File: src/rtl/oneshot_pkg.sv
package oneshot_pkg;
  // Strobes from control to datapath; clear has priority over load.
  typedef struct packed {
    logic load;
    logic clear;
  } oneshotStrobe_t;
endpackage

File: src/rtl/oneshot_edge_filter.sv
module oneshot_edge_filter #(
  parameter int SYNC_STAGES = 2,
  parameter int MIN_WIDTH   = 3
) (
  input  logic clk,
  input  logic rstN,
  input  logic rawIn,
  output logic level,
  output logic changeStb
);
  localparam int RUN_W = (MIN_WIDTH > 1) ? $clog2(MIN_WIDTH + 1) : 1;
  localparam logic [RUN_W-1:0] RUN_LAST = RUN_W'(MIN_WIDTH - 1);

  logic [SYNC_STAGES-1:0] syncChain;
  logic [RUN_W-1:0]       runCnt;
  logic                   synced;

  assign synced = syncChain[SYNC_STAGES-1];

  // The filtered level follows the synchronized input only after it has
  // disagreed for MIN_WIDTH consecutive samples.
  always_ff @(posedge clk or negedge rstN) begin
    if (!rstN) begin
      syncChain <= '0;
      runCnt    <= '0;
      level     <= 1'b0;
      changeStb <= 1'b0;
    end else begin
      syncChain <= {syncChain[SYNC_STAGES-2:0], rawIn};
      changeStb <= 1'b0;
      if (synced == level) begin
        runCnt <= '0;
      end else if (runCnt == RUN_LAST) begin
        level     <= synced;
        runCnt    <= '0;
        changeStb <= 1'b1;
      end else begin
        runCnt <= runCnt + 1'b1;
      end
    end
  end

  // the filtered level never moves without a change strobe
  assert_level_moves_with_strobe_R4: assert property (
    @(posedge clk) disable iff (!rstN) !$stable(level) |-> changeStb);
endmodule

File: src/rtl/oneshot_ctrl.sv
module oneshot_ctrl
  import oneshot_pkg::*;
#(
  parameter int SYNC_STAGES = 2,
  parameter int MIN_WIDTH   = 3,
  parameter int BLACKOUT    = 4
) (
  input  logic           clk,
  input  logic           rstN,
  input  logic           trigPos,
  input  logic           trigNeg,
  input  logic           clearN,
  output oneshotStrobe_t strb
);
  localparam int BO_W = (BLACKOUT > 0) ? $clog2(BLACKOUT + 1) : 1;
  localparam logic [BO_W-1:0] BO_LOAD = BO_W'(BLACKOUT);

  logic [1:0]      rawIn;
  logic [1:0]      lvl;
  logic [1:0]      chg;
  logic            clrPrev;
  logic [BO_W-1:0] boCnt;
  logic            posFire;
  logic            negFire;
  logic            accept;

  assign rawIn = {trigNeg, trigPos};

  for (genvar i = 0; i < 2; i++) begin : g_in
    oneshot_edge_filter #(
      .SYNC_STAGES(SYNC_STAGES),
      .MIN_WIDTH  (MIN_WIDTH)
    ) u_filt (
      .clk      (clk),
      .rstN     (rstN),
      .rawIn    (rawIn[i]),
      .level    (lvl[i]),
      .changeStb(chg[i])
    );
  end

  // Index 0 = positive trigger, index 1 = negative trigger.
  assign posFire = chg[0] &  lvl[0] & ~lvl[1];
  assign negFire = chg[1] & ~lvl[1] &  lvl[0];
  assign accept  = (posFire | negFire) & clearN & clrPrev & (boCnt == '0);

  assign strb.load  = accept;
  assign strb.clear = ~clearN;

  always_ff @(posedge clk or negedge rstN) begin
    if (!rstN) begin
      clrPrev <= 1'b0;
      boCnt   <= '0;
    end else begin
      clrPrev <= clearN;
      if (!clearN)             boCnt <= '0;
      else if (accept)         boCnt <= BO_LOAD;
      else if (boCnt != '0)    boCnt <= boCnt - 1'b1;
    end
  end

  // no load in the cycle clear is released
  assert_no_load_on_release_R9: assert property (
    @(posedge clk) disable iff (!rstN) $rose(clearN) |-> !strb.load);

  if (BLACKOUT > 0) begin : g_bo_chk
    // accepted triggers are never back to back inside the window
    assert_blackout_spacing_R7: assert property (
      @(posedge clk) disable iff (!rstN) strb.load |=> !strb.load);
  end
endmodule

File: src/rtl/oneshot_dp.sv
module oneshot_dp
  import oneshot_pkg::*;
#(
  parameter int CNT_W = 16
) (
  input  logic             clk,
  input  logic             rstN,
  input  oneshotStrobe_t   strb,
  input  logic [CNT_W-1:0] pulseLen,
  output logic             q,
  output logic             qN
);
  logic [CNT_W-1:0] cnt;
  logic [CNT_W-1:0] nextCnt;

  always_comb begin
    nextCnt = cnt;
    if (strb.clear)       nextCnt = '0;
    else if (strb.load)   nextCnt = pulseLen;
    else if (cnt != '0)   nextCnt = cnt - 1'b1;
  end

  always_ff @(posedge clk or negedge rstN) begin
    if (!rstN) begin
      cnt <= '0;
      q   <= 1'b0;
      qN  <= 1'b1;
    end else begin
      cnt <= nextCnt;
      q   <= (nextCnt != '0);
      qN  <= (nextCnt == '0);
    end
  end

  // clear drops the output at the next edge
  assert_clear_drops_q_R8: assert property (
    @(posedge clk) disable iff (!rstN) strb.clear |=> !q);

  // a load (re)starts the full count
  assert_load_restarts_R6: assert property (
    @(posedge clk) disable iff (!rstN)
      (strb.load && !strb.clear && pulseLen != '0) |=> (q && cnt == $past(pulseLen)));

  // output ends only on clear or on the last counted cycle
  assert_fall_on_expiry_R5: assert property (
    @(posedge clk) disable iff (!rstN)
      $fell(q) |-> ($past(strb.clear) || ($past(cnt) == CNT_W'(1) && !$past(strb.load))));
endmodule

File: src/rtl/retrig_oneshot.sv
module retrig_oneshot
  import oneshot_pkg::*;
#(
  parameter int CNT_W       = 16,
  parameter int SYNC_STAGES = 2,
  parameter int MIN_WIDTH   = 3,
  parameter int BLACKOUT    = 4
) (
  input  logic             clk,
  input  logic             rstN,
  input  logic             trigPos,
  input  logic             trigNeg,
  input  logic             clearN,
  input  logic [CNT_W-1:0] pulseLen,
  output logic             q,
  output logic             qN
);
  oneshotStrobe_t strb;

  oneshot_ctrl #(
    .SYNC_STAGES(SYNC_STAGES),
    .MIN_WIDTH  (MIN_WIDTH),
    .BLACKOUT   (BLACKOUT)
  ) u_ctrl (
    .clk    (clk),
    .rstN   (rstN),
    .trigPos(trigPos),
    .trigNeg(trigNeg),
    .clearN (clearN),
    .strb   (strb)
  );

  oneshot_dp #(
    .CNT_W(CNT_W)
  ) u_dp (
    .clk     (clk),
    .rstN    (rstN),
    .strb    (strb),
    .pulseLen(pulseLen),
    .q       (q),
    .qN      (qN)
  );
endmodule

File: config.mk
export PLATFORM = sky130hd
export DESIGN_NAME = retrig_oneshot
export DESIGN_NICKNAME = d
export VERILOG_FILES = /design/src/rtl/oneshot_pkg.sv /design/src/rtl/oneshot_edge_filter.sv /design/src/rtl/oneshot_ctrl.sv /design/src/rtl/oneshot_dp.sv /design/src/rtl/retrig_oneshot.sv
export SDC_FILE = /design/constraint.sdc
export NUM_CORES = 1
export LEC_CHECK = 0
export BUFFER_PORTS_ARGS = -buffer_cell sky130_fd_sc_hd__buf_4
export CAP_MARGIN = 30
export CORE_MARGIN = 1
export CORE_UTILIZATION = 51
export CTS_CLUSTER_DIAMETER = 30
export CTS_CLUSTER_SIZE = 16
export DETAILED_ROUTE_END_ITERATION = 7
export MAX_ROUTING_LAYER = met4
export PLACE_DENSITY = 0.75
export SKIP_CTS_REPAIR_TIMING = 1
export SYNTH_ARGS = -nofsm -noshare
export SYNTH_HDL_FRONTEND = slang
export SYNTH_SLANG_ARGS = --single-unit
File: constraint.sdc
create_clock -name clk -period 3 [get_ports clk]
set_clock_uncertainty 0.05 [all_clocks]
set_input_delay 0.15 -clock clk [delete_from_list [all_inputs] [get_ports clk]]
set_output_delay 0.15 -clock clk [all_outputs]
set_load 0.005 [all_outputs]
# == Yosys cells after proc, flatten, opt, wreduce, memory -nomap -nowiden ==
# Index checks and enable logic that the tools add are counted.
# classes
addsub,4
eq_ne,5
muxes,14
n_bitwise,11
reduce_logical,7
# op_table
cell,count
16-bit 2-to-1 mux,3
16-bit nonzero test,2
16-bit zero test,1
"16-bit by 1-bit subtractor with 16-bit output, second input constant",1
3-bit 2-to-1 mux,3
2-bit 2-to-1 mux,4
1-bit bitwise AND,7
"2-bit by 1-bit adder with 2-bit output, second input constant",2
"2-bit equality test, second input constant",2
1-bit 2-to-1 mux,4
2-bit AND reduction,2
3-bit zero test,1
"3-bit by 1-bit != test with 1-bit output, second input constant",1
1-bit inverter,3
3-bit nonzero test,1
"3-bit by 1-bit subtractor with 3-bit output, second input constant",1
1-bit equality test,2
1-bit OR,1
# word_totals
regBits,34
inputBits,21

# == Logic depth before layout (Yosys ltp) ==
# Gate-level depths: netlist of run 1.
# depth
word_depth,10
ltp_mapped,11
mapped_depth_nobuf,9

# == Cells and area by module ==
# A second synthesis of run 1 with hierarchy kept.
# unflattened
hier_cells,181
hier_area_um2,1899.3
# modules_own_cells
module,instances,cells_each,area_per_inst_um2,seq_area_each_um2
oneshot_dp,1,134,1256.2,451.7
oneshot_edge_filter,2,12,206.4,150.1
oneshot_ctrl,1,23,230.2,100.1

# == Worst setup path before layout of run 1 ==
# OpenSTA, ideal clock, no wires.
# synth_timing
path_type,register to register
from,reg u_dp.cnt[5]
to,reg u_dp.q
setup_time_ns,0.124
arrival_ns,2.896
required_ns,2.826
slack_ns,-0.070
path_stages_with_launch,9
period_less_slack_ns,3.070
cell_sequence,dfrtp_1 -> or4_4 -> a211o_1 -> buf_6 -> o31ai_2 -> a31oi_1 -> or4_1 -> or4_1 -> or2_1
# synth_via
elab_chain_len,5
word_cells_on_any_way,6
classes_between,1 x add/sub; 3 x mux; 2 x reduce/logical
# synth_lines
element,line,rtl
from (decl),oneshot_dp.sv:13,logic [CNT_W-1:0] cnt;
from (signal assigned),oneshot_dp.sv:29,cnt <= nextCnt;
16-bit by 1-bit subtractor with 16-bit output / 16-bit nonzero test (equally long branches),oneshot_dp.sv:20,else if (cnt != '0) nextCnt = cnt - 1'b1;
16-bit 2-to-1 mux *,oneshot_dp.sv:20,
16-bit 2-to-1 mux *,oneshot_dp.sv:19,else if (strb.load) nextCnt = pulseLen;
16-bit 2-to-1 mux *,oneshot_dp.sv:18,if (strb.clear) nextCnt = '0;
via u_dp.nextCnt[14],oneshot_dp.sv:14,logic [CNT_W-1:0] nextCnt;
16-bit nonzero test *,oneshot_dp.sv:30,q <= (nextCnt != '0);
to (signal assigned),oneshot_dp.sv:30,
to (decl),oneshot_dp.sv:10,"output logic q,"
# The timed path passes the listed nets; every way through them passes the cells marked *.
# A chain may end at the register's enable or synchronous reset.

# == Worst setup path in the final report of run 1 ==
# layout_timing
from,reg u_dp.cnt[8]
to,reg u_dp.q
# The elaborated chain is that of the path after synthesis.

==> metrics.sh, run 1 <==
RESULT_OF_THE_RUN='finished, final reports clean'
TIMING.CRITICAL_PATH.MAX_DELAY_FAMILY='simple AND/OR/NAND/NOR gates'
DIE_WIDTH_UM=59.6
RR_STARTPOINT='u_dp.cnt[8]'
WORST-ENDPOINT-REQUIRED_PS=3180
HOLD_END='u_dp.cnt[0]'
COREAREA_UM2=3100
TIMING_WORST_SETUP_PATH_TYPE='register to register'
MAX_STAGE_DELAY_PS=560
WIRE_PER_INST_UM=14.8
CLK_PIN_SLEW_WORST_PATHS_PS=110
WORST-SLEW-PIN-TRANSITION_PS=422
DRC_VIOLATION_TOTAL_AFTER_THE_FIRST_TRITONROUTE_ITERATION=60
CELL_VARIETY_AFTER_SYNTH=42
SYN-CELL-AREA_UM2=1690
FINALHOLDVIOLCOUNT=0
TIMING.FMAX_MHz=346
SYN-NUM-NETS=186
LAYOUT_CELL_SHARE_WITH_DRIVE_STRENGTH_BEYOND_1=0.250
PLACE.PORT_BUFFERS=22
PIN_COUNT_OF_THE_BIGGEST_NET_ENTERING_GLOBAL_ROUTING=35
GRT_SETUP_UNREPAIRED='true'
ANTENNA_FOUND_INITIAL=0
SYN_TO_FINAL_GROWTH_PCT=20.5
CRIT_SLOWEST_CELL='or4_4'
YS_DOMINANT_REG_CELL='dfrtp_1'
SYNTH_EDF_COUNT=0
IR_DROP_mV=0.621
GPL.FINAL_WEIGHTED_CONGESTION=0.878
MAX-SLEW-MARGIN-REL=0.719
CP-START-KIND='register'
GRTUSAGETOTAL=0.240
ROUTE.ANTENNA.REMAINING_NETS=0
DRC_VIOLATIONS_LEFT=0
FIN_WS_PS=109
CRITICAL_PATH.MOST_COMMON_CELL='or4_4'
FIN_NETS=220
DP.CELLS=227
WORSTHOLDPATHTYPE='input pin to register'
POWER_LEAKAGE_nW=0.912
POSTSYNTHREGISTERBITS=34
CTS_SINKS=34
CTS_MADE_BUFFERS=5
GLOBAL_ROUTE_WIRE_LENGTH_BEFORE_REPAIR_MM=5.89
CRITPATHBUFINV=0
CRITICAL_PATH_PEAK_FANOUT=4
SYNTH_CELLS=161
CTS_HTREE_LEVELS=2
SYNTH_TOP_CELL_AREA_SHARE=0.487
DRT-VIAS-PER-INSTANCE=5.80
YS_TOP_CELLS_BY_AREA='dfrtp_1, o21ai_0, a31oi_1, or4_1, xnor2_1'
YOSYS.AREA.TOP_TYPE='dfrtp_1'
CTS-ROOT-TO-SINK-BUFFERS=2
ARRIVAL_PS=3080
STD_CELL_ROWS=20
SYNTH-ASYNC-RESET-RATIO=1.00
TIMING.FINAL.SETUP_VIOLATIONS=0
GRT.OVERFLOW.TOTAL=0
GRT_PASS1_VIAS=1293
WORST_R2R_ENDPOINT='u_dp.q'
AVGSYNTHCELLAREA_UM2=10.5
CLKLATENCYLATEPIN_PS=340
TOTALWIRELENGTH_MM=3.55
REG2REG_DEPTH=7
DP_SLACK_PS=19.5
HPWLAFTERDP_MM=2.63
VIA_COUNT=1392
LAYOUT_WORST_PATH_CYCLE_SHARE=0.964
TRITONCTS_CLOCK_TREE='done'
FINAL-MAX-SLEW-VIOLATION-COUNT=0
WORSTPATHCELLLIST='or4_4 > a211o_1 > o31ai_2 > a31oi_1 > or4_1 > or4_4 > or2_1'
ENDPOINT_KIND_OF_THE_WORST_SETUP_TIMING_PATH='register'
MIN_FROM='pulseLen[0]'
POWER.DENSITY_CELL_AREA_nW_PER_UM2=1060
CLOCK_TREE.ROOT_CELL='clkbuf_4'
DESIGN.PORTCOUNT=23
SYNTH_SEQ_AREA_SHARE=0.503
FLOORPLAN.DIE_AREA_UM2=3560
NUMBER_OF_DETAILED_ROUTING_ITERATIONS_RUN_BEFORE_ANTENNA_REPAIR=4
SYNTH-WARNING-COUNT=0
ANTENNA_CELLS_INSERTED=0
INITIAL_CORE_UTIL=0.546
FINAL_PERIOD_MINUS_WORST_SETUP_SLACK_PS=2890
R2R_SETUP_SLACK_PS=110
CHIPHEIGHT_UM=59.6
MAX_CAP_VIOLATIONS=0
WORST_HOLD_PATH_CELL_COUNT=3
FIN_CELLS=240
[metrics by stage]
stage	hold WS [ps]	TNS (ps)	instance area, um^2	power [mW]	utilization
floorplan	-196	0	1690	1.59	-
global placement	64.5	0	1930	1.82	0.623
detailed placement	69.1	0	1930	1.89	0.623
CTS	-312	0	1980	2.13	0.639
global route	72.5	-26.1	2040	2.34	0.658
finish	51.6	0	2040	2.17	0.658
[state kept, by name, indices dropped and copies added (netlist names)]
register and count:
u_ctrl.boCnt 3, u_ctrl.clrPrev 1, u_ctrl.g_in.u_filt.changeStb 2, u_ctrl.g_in.u_filt.level 2
u_ctrl.g_in.u_filt.runCnt 4, u_ctrl.g_in.u_filt.syncChain 4, u_dp.cnt 16, u_dp.q 1
u_dp.qN 1
[cells by family after synthesis]
logic type,after synthesis,synth area share
muxes,6,0.0369
buffers and inverters,11,0.0295
adders and majority gates,4,0.0295
xor gates and xnor gates,6,0.0310
DFF,34,0.503
AOI/OAI and AO/OA,42,0.155
and+or+nand+nor,58,0.215
[how the worst max path moves through the flow]
stage | depth (start not counted) | slack [ps] | start | to
detailed placement | 9 | 20 | u_dp.cnt[1] | u_dp.q
global placement | 7 | 150 | u_dp.cnt[5] | u_dp.q
global route | 7 | -30 | u_dp.cnt[8] | u_dp.q
floorplan | 8 | 20 | u_dp.cnt[5] | u_dp.q
finish | 7 | 110 | u_dp.cnt[8] | u_dp.q
CTS | 9 | 4 | u_dp.cnt[1] | u_dp.q
[cell usage in the layout, fill, tap and decap left out, types with 5 or more instances in the layout]
cell	instances
dfrtp_1	33
buf_4	30
o21ai_0	16
a31oi_1	12
nor2_1	9
or4_1	8
o31ai_1	6
xnor2_1	6
nor2b_1	6
nand2_1	5
clkbuf_4	5
[metal layers]
layer  part of all wire  global-route usage  vias to the layer above
li1                   -                   -                      668
met1               0.45               0.290                      671
met2               0.48               0.356                       40
met3              0.039              0.0852                       13
met4              0.029               0.120                        0
met5                  0                   -                        -
[worst min-delay path: stages]
cell	delay (ps)
buf_4	80
mux2i_1	70
nor2b_1	110
[cells in the mapped netlist (3+ instances only)]
cell      number
clkbuf_1       5
nand2_1        5
nor4_1         3
mux2i_1        4
ha_1           4
nor2b_1        6
xnor2_1        6
or4_1          9
nor2_1         9
nand2b_1       3
dfrtp_1       33
o31ai_1        6
o21ai_0       16
a31oi_1       12
nor3_1         4
or3_1          4
[where the power goes]
| part | switching [mW] | internal (mW) |
|---|---|---|
| combinational | 0.606 | 0.568 |
| clock | 0.151 | 0.0892 |
| sequential | 0.137 | 0.615 |
[area by class of cell]
type / instances / area (um^2)
fill: 251 / 1060
sequential: 34 / 852
multi-input combinational: 116 / 802
timing repair buffer: 34 / 265
tap: 44 / 55.1
clock buffer: 6 / 41.3
inverter: 4 / 15.0
clock inverter: 2 / 10.0
Note: power is estimated with default switching activity, not from simulation.
==> run 2: changes to the inputs <==
CTS_CLUSTER_DIAMETER = not set   (was 30)
REMOVE_ABC_BUFFERS = 1   (was not set)
==> run 2 against run 1 <==
  * Sequential share of layout area fell by 2.2 points
  * Fmax fell by 1.8%
  * Design area rose by 5.6%
  * Critical path depth rose by 1
  * Via count rose by 4.3%
  * Highest routed layer unchanged
  * Critical path type unchanged
  * Total power rose by 12%
==> metrics.sh, run 2 (same netlist as run 1, synthesis figures left out) <==
RESULT_OF_THE_RUN='finished, final reports clean'
CP-START-KIND='register'
P_SW_uW=996  # +12%
FINALHOLDVIOLCOUNT=0  # unchanged
FIN_NETS=227  # +3.2%
DRC_VIOLATIONS_LEFT=0  # unchanged
PIN_COUNT_OF_THE_BIGGEST_NET_ENTERING_GLOBAL_ROUTING=35  # unchanged
FINAL-MAX-SLEW-VIOLATION-COUNT=0  # unchanged
POWER.DENSITY_CELL_AREA_nW_PER_UM2=1120  # +6.0%
MAX_CAP_VIOLATIONS=0  # unchanged
FIN_HOLD_WS_PS=34.3  # -17.3 ps
SYN_TO_FINAL_GROWTH_PCT=27.3
FINAL_PERIOD_MINUS_WORST_SETUP_SLACK_PS=2940  # +52.8 ps
WIRE_PER_INST_UM=16.4  # +11%
ANTENNA_CELLS_INSERTED=0  # unchanged
FINALCOREUTILIZATION=0.695  # +0.0371
MAX-SLEW-MARGIN-REL=0.641  # -0.0776
ENDPOINT_KIND_OF_THE_WORST_SETUP_TIMING_PATH='register'
WORSTPATHCELLLIST='or4_4 > buf_6 > nand4bb_4 > nand4_1 > a31oi_2 > or4_1 > or4_4 > or2_1'
FLOORPLAN.DIE_AREA_UM2=3560  # unchanged
TRITONCTS_CLOCK_TREE='done'
TOTALWIRELENGTH_MM=4.06  # +14%
DP.CELLS=236  # +4.0%
POWER.COMBINATIONAL.FRACTION=0.577  # +0.035
ARRIVAL_PS=3140  # +60 ps
HPWLAFTERDP_MM=2.75  # +4.3%
POWER_mW=2.42  # +12%
LAYOUT_CELL_SHARE_WITH_DRIVE_STRENGTH_BEYOND_1=0.296  # +0.0456
TIMING_WORST_SETUP_PATH_TYPE='register to register'
CHIPHEIGHT_UM=59.6  # unchanged
CRITICAL_PATH.MOST_COMMON_CELL='or4_4'
DRT-VIAS-PER-INSTANCE=5.88  # +1.4%
CRITICAL_PATH_PEAK_FANOUT=3  # -1
CLKPWRFRAC=0.112  # about the same
GRTUSAGETOTAL=0.267  # +0.0273
TIMING.FINAL.SETUP_VIOLATIONS=0  # unchanged
ANTENNA_FOUND_INITIAL=0  # unchanged
INITIAL_CORE_UTIL=0.546  # unchanged
STD_CELL_ROWS=20  # unchanged
CTS-ROOT-TO-SINK-BUFFERS=2  # unchanged
TIMING.FMAX_MHz=340  # -1.8%
LAYOUT_TOP_REGISTERS='u_dp.cnt (16), u_ctrl.g_in.u_filt.runCnt (4), u_ctrl.g_in.u_filt.syncChain (4)'
DRC_VIOLATION_TOTAL_AFTER_THE_FIRST_TRITONROUTE_ITERATION=94  # +57%
GRT_PASS1_VIAS=1416  # +9.5%
NETSWITCHINGFRACTION=0.411  # -0.00152
IR_DROP_mV=0.633  # +1.9%
REGISTER_WITH_THE_HIGHEST_FLOP_COUNT='u_dp.cnt'
PLACE.PORT_BUFFERS=22  # unchanged
DIE_WIDTH_UM=59.6  # unchanged
LAYOUT_WORST_PATH_CYCLE_SHARE=0.981  # +0.0176
SEQPWRFRAC=0.310  # -0.037
LARGEST_REGISTER_FF_COUNT=16  # unchanged
CTS_SINKS=34  # unchanged
GPL.FINAL_WEIGHTED_CONGESTION=0.907  # +3.4%
FINAL_COMMON_CELL='buf_4'
GRT.OVERFLOW.TOTAL=0  # unchanged
NUMBER_OF_DETAILED_ROUTING_ITERATIONS_RUN_BEFORE_ANTENNA_REPAIR=4  # unchanged
CTS_HTREE_LEVELS=2  # unchanged
GLOBAL_ROUTE_WIRE_LENGTH_BEFORE_REPAIR_MM=6.62  # +12%
FIN_WS_PS=56.5  # -52.8 ps
MAX_STAGE_DELAY_PS=550  # about the same
WORST-SLEW-PIN-TRANSITION_PS=533  # +112 ps
TOTAL_INTERNAL_POWER_mW=1.43  # +12%
WORST-ENDPOINT-REQUIRED_PS=3190  # about the same
CRIT_SLOWEST_CELL='or4_4'
VIA_COUNT=1452  # +4.3%
WORSTHOLDPATHTYPE='input pin to register'
CLKLATENCYLATEPIN_PS=340  # about the same
ROUTE.ANTENNA.REMAINING_NETS=0  # unchanged
COREAREA_UM2=3100  # unchanged
LAYOUT.CELLS.MOST_COMMON_LIST='buf_4, dfrtp_1, o21ai_0, a31oi_1, nor2_1'
DP_SLACK_PS=-7.18  # -26.7 ps
POWER_LEAKAGE_nW=0.962  # +5.6%
CLK_PIN_SLEW_WORST_PATHS_PS=110  # about the same
FIN_CELLS=247  # +2.9%
CLOCK_TREE.ROOT_CELL='clkbuf_4'
CTS_MADE_BUFFERS=5  # unchanged
DESIGN.PORTCOUNT=23  # unchanged
-- run 2: cell type report --
type / count / area, um^2
Inverter: 4 / 15.0
Timing Repair Buffer: 41 / 323
Tap cell: 44 / 55.1
Fill cell: 257 / 947
Clock buffer: 6 / 51.3
Multi-Input combinational cell: 116 / 847
Sequential cell: 34 / 852
Clock inverter: 2 / 12.5
-- run 2: worst max-delay path: cells and delay by family, from the launching register on --
family	cells	cell delay, ps
buffers and inverters	1	140
DFF	1	400
and+or+nand+nor	6	2140
AOI/OAI and AO/OA	1	110
-- run 2: routing by layer --
layer  share of wire  up-vias  global-route usage
li1                -      691                   -
met1            0.42      706               0.325
met2            0.50       49               0.438
met3           0.068        6              0.0830
met4           0.012        0              0.0598
met5               0        -                   -
-- run 2: final timing paths --
kind / from / to / slack [ps] / cells after the start
worst max-delay path: u_dp.cnt[6] / u_dp.q / 60 / 8
worst min-delay path: pulseLen[0] / u_dp.cnt[0] / 30 / 3
worst max register to register: u_dp.cnt[6] / u_dp.q / 60 / 8
worst min register to register: u_ctrl.g_in[1].u_filt.syncChain[0] / u_ctrl.g_in[1].u_filt.syncChain[1] / 310 / 0
max in group asynchronous: rstN / u_dp.qN / 2340 / 2
min in group asynchronous: rstN / u_ctrl.g_in[1].u_filt.syncChain[0] / 230 / 2
-- run 2: through the flow --
stage / TNS, ps / cell area (um^2)
6_report: 0 / 2160
5_1_grt: -14.7 / 2160
4_1_cts: -55.9 / 2060
3_5_place_dp: -7.18 / 2000
3_3_place_gp: 0 / 2000
2_1_floorplan: -71.1 / 1660
-- run 2: power by group through the flow --
stage          combinational [mW]  sequential [mW]  clock (mW)
5_1_grt                      1.55            0.771       0.301
2_1_floorplan               0.815            0.723           0
3_5_place_dp                 1.22            0.746           0
6_report                     1.40            0.752       0.273
4_1_cts                      1.24            0.741       0.280
3_3_place_gp                 1.18            0.737           0
==> run 3: changes to the inputs <==
CORE_UTILIZATION = 52   (was 51)
HOLD_SLACK_MARGIN = 0.15   (was not set)
SYNTH_HIERARCHICAL = 1   (was not set)
==> run 3 against run 2 <==
  * Critical path depth decreased by 1
  * Wire length decreased by 0.15%
  * Via count increased by 5.5%
  * Sequential cell count unchanged
  * Synthesized cell count increased by 12%
  * First-iteration DRC count decreased by 16%
  * Combinational power decreased by 22%
  * Clock-buffer cell count increased by 1
  * Clock power increased by 27%
  * Global-route usage decreased by 4.2 points
  * Critical endpoint is now u_dp/qN
  * Largest cell class is now multi-input combinational cells
  * Worst setup slack improved by 50 ps
  * Synthesized area increased by 12%
==> metrics.sh, run 3 <==
DESIGN.PORTCOUNT=23  # unchanged
DRT-VIAS-PER-INSTANCE=5.63  # -4.2%
ENDPOINT_KIND_OF_THE_WORST_SETUP_TIMING_PATH='register'
DP.CELLS=249  # +5.5%
NETSWITCHINGFRACTION=0.380  # -0.0313
SYNTH-ASYNC-RESET-RATIO=1.00  # unchanged
DIE_WIDTH_UM=62.4  # +4.7%
POWER.DENSITY_CELL_AREA_nW_PER_UM2=910  # -19%
CTS_SINKS=34  # unchanged
HPWLAFTERDP_MM=2.74  # -0.11%
GRT.OVERFLOW.TOTAL=0  # unchanged
R2R_SETUP_SLACK_PS=110  # +50 ps
MULTI_INPUT_AREA_UM2=942  # +11%
SYNTH_SEQ_AREA_SHARE=0.449  # -0.0543
TRITONCTS_CLOCK_TREE='done'
PIN_COUNT_OF_THE_BIGGEST_NET_ENTERING_GLOBAL_ROUTING=35  # unchanged
WORST-ENDPOINT-REQUIRED_PS=3240  # +50 ps
CLK_PIN_SLEW_WORST_PATHS_PS=100  # about the same
NFILLCELLS=262  # +1.9%
ARRIVAL_PS=3130  # about the same
POWER.COMBINATIONAL.FRACTION=0.504  # -0.073
CP-START-KIND='register'
POWER_LEAKAGE_nW=1.14  # +18%
SEQCELLAREA_UM2=852  # unchanged
YOSYS.AREA.TOP_TYPE='dfrtp_1'
CLKPWRFRAC=0.161  # +0.049
CELL_VARIETY_AFTER_SYNTH=55  # +31%
IR_DROP_mV=0.701  # +11%
GPL.FINAL_WEIGHTED_CONGESTION=0.932  # +2.8%
LAYOUT_TOP_REGISTERS='u_dp/cnt (16), u_ctrl/g_in.u_filt/runCnt (4), u_ctrl/g_in.u_filt/syncChain (4)'
YS_TOP_CELLS_BY_AREA='dfrtp_1, inv_1, nor3_1, clkbuf_8, a21oi_1'
GRTUSAGETOTAL=0.226  # -0.0419
TIMING.FINAL.SETUP_VIOLATIONS=0  # unchanged
MAX-SLEW-MARGIN-REL=0.622  # -0.0192
CLKLATENCYLATEPIN_PS=340  # about the same
SYNTH_EDF_COUNT=0  # unchanged
TOTALWIRELENGTH_MM=4.05  # -0.15%
RESULT_OF_THE_RUN='finished, final reports clean'
SYNTH-WARNING-COUNT=6  # +6
STD_CELL_ROWS=21  # +5.0%
FINAL_COMMON_CELL='dfrtp_1'
TOTAL_INTERNAL_POWER_mW=1.34  # -6.2%
DRC_VIOLATION_TOTAL_AFTER_THE_FIRST_TRITONROUTE_ITERATION=79  # -16%
WORST_HOLD_PATH_CELL_COUNT=3  # unchanged
CHIPHEIGHT_UM=62.4  # +4.7%
SYNTHTOPCELLSBYCOUNT='dfrtp_1, inv_1, nor3_1'
FINALHOLDVIOLCOUNT=0  # unchanged
COREAREA_UM2=3420  # +10%
FIN_NETS=250  # +10%
WORST_R2R_ENDPOINT='u_dp/qN'
ROUTE.ANTENNA.REMAINING_NETS=0  # unchanged
LAYOUT.CELLS.MOST_COMMON_LIST='dfrtp_1, buf_4, inv_1, nor3_1, dlygate4sd3_1'
RR_STARTPOINT='u_dp/cnt[9]'
SYNTH_TOP_CELL_AREA_SHARE=0.435  # -0.0527
LAYOUT_WORST_PATH_CYCLE_SHARE=0.965  # -0.0167
AVGSYNTHCELLAREA_UM2=10.5  # -0.28%
PLACE.PORT_BUFFERS=22  # unchanged
VIA_COUNT=1532  # +5.5%
LAYOUT_CELL_SHARE_WITH_DRIVE_STRENGTH_BEYOND_1=0.296  # +0.000894
WORST-SLEW-PIN-TRANSITION_PS=559  # +26.3 ps
PLACED_AREA_UM2=2100  # +5.0%
TIMING.FMAX_MHz=346  # +1.7%
SYN_TO_FINAL_GROWTH_PCT=24.9
WIRE_PER_INST_UM=14.9  # -9.3%
LARGEST_REGISTER_FF_COUNT=16  # unchanged
FINALINSTANCEAREA_UM2=2370  # +10%
FINAL_PERIOD_MINUS_WORST_SETUP_SLACK_PS=2890  # -50.0 ps
FIN_CELLS=272  # +10%
GLOBAL_ROUTE_WIRE_LENGTH_BEFORE_REPAIR_MM=6.59  # -0.53%
HOLD_END='u_dp/cnt[5]'
ANTENNA_CELLS_INSERTED=0  # unchanged
POSTSYNTHREGISTERBITS=34  # unchanged
MIN_FROM='pulseLen[5]'
REG2REG_DEPTH=7  # -1
FINAL-MAX-SLEW-VIOLATION-COUNT=0  # unchanged
DRC_VIOLATIONS_LEFT=0  # unchanged
SYN-CELL-AREA_UM2=1900  # +12%
MAX_CAP_VIOLATIONS=0  # unchanged
CTS_MADE_BUFFERS=5  # unchanged
TIMING_WORST_SETUP_PATH_TYPE='register to register'
YS_DOMINANT_REG_CELL='dfrtp_1'
SYNTH_CELLS=181  # +12%
CTS_HTREE_LEVELS=2  # unchanged
CRITICAL_PATH_PEAK_FANOUT=5  # +2
WORSTHOLDPATHTYPE='input pin to register'
NUMBER_OF_DETAILED_ROUTING_ITERATIONS_RUN_BEFORE_ANTENNA_REPAIR=4  # unchanged
CTS-ROOT-TO-SINK-BUFFERS=2  # unchanged
INITIAL_CORE_UTIL=0.556  # +0.0101
GRT_PASS1_VIAS=1478  # +4.4%
FLOORPLAN.DIE_AREA_UM2=3900  # +9.6%
POST-SYNTH-TOP-COUNT-CELL='dfrtp_1'
CLOCK_TREE.ROOT_CELL='clkbuf_4'
REGISTER_WITH_THE_HIGHEST_FLOP_COUNT='u_dp/cnt'
ANTENNA_FOUND_INITIAL=0  # unchanged
SEQPWRFRAC=0.335  # +0.025
P_SW_uW=819  # -18%
[run 3: cells by family (layout without fill, tap and decap cells)]
kind of cell	count (synthesis)	in the layout	synth area share
muxes	3	3	0.0217
and+or+nand+nor	69	69	0.251
adders and majority gates	4	4	0.0264
AOI/OAI and AO/OA	37	37	0.141
xor gates and xnor gates	7	7	0.0323
DFF	34	34	0.449
buffers and inverters	27	72	0.0790
[run 3: layout make-up]
type                    count  area share
repair buffers             44       0.152
clock buffers               7      0.0232
clock inverters             1      0.0127
well taps                  46      0.0243
inverters                  20      0.0316
multi-input cells         120       0.397
flip-flops and latches     34       0.359
[run 3: layer usage]
metal,routed length (um),up-vias,GRT usage
met5,0,-,-
met3,153,10,0.0566
met2,2050,32,0.356
met4,104,0,0.0785
met1,1740,748,0.283
li1,-,742,-
[run 3: worst max-delay path: stages (launching register included)]
cell,delay (ps)
dfrtp_1,440
or4_4,580
or4_4,540
nor4bb_1,170
a221oi_1,350
o311ai_2,190
nor4_2,300
and4_1,230
[run 3: power by group through the flow]
stage / clock network, mW / logic (mW) / registers, mW
final: 0.347 / 1.09 / 0.724
after detailed placement: 0 / 0.962 / 0.726
after floorplan: 0 / 0.752 / 0.697
after global routing: 0.380 / 1.20 / 0.745
after CTS: 0.355 / 0.978 / 0.718
after global placement: 0 / 0.927 / 0.719
[run 3: through the flow]
step	setup slack (ps)	hold slack (ps)	utilization	TNS (ps)	power, mW
3_5_place_dp	68.8	70.5	0.615	0	1.69
4_1_cts	60.0	-307	0.640	0	2.05
3_3_place_gp	154	65.1	0.615	0	1.65
2_1_floorplan	58.6	-196	-	0	1.45
5_1_grt	-66.7	156	0.695	-91.2	2.33
6_report	106	157	0.695	0	2.16
[run 3: worst max path at each step]
stage	endpoint	depth (start not counted)	slack, ps	start
5_1_grt	u_dp/qN	7	-70	u_dp/cnt[7]
4_1_cts	u_dp/qN	9	60	u_dp/cnt[0]
2_1_floorplan	u_dp/qN	9	60	u_dp/cnt[0]
6_report	u_dp/qN	7	110	u_dp/cnt[9]
3_3_place_gp	u_dp/qN	9	150	u_dp/cnt[0]
3_5_place_dp	u_dp/qN	9	70	u_dp/cnt[0]
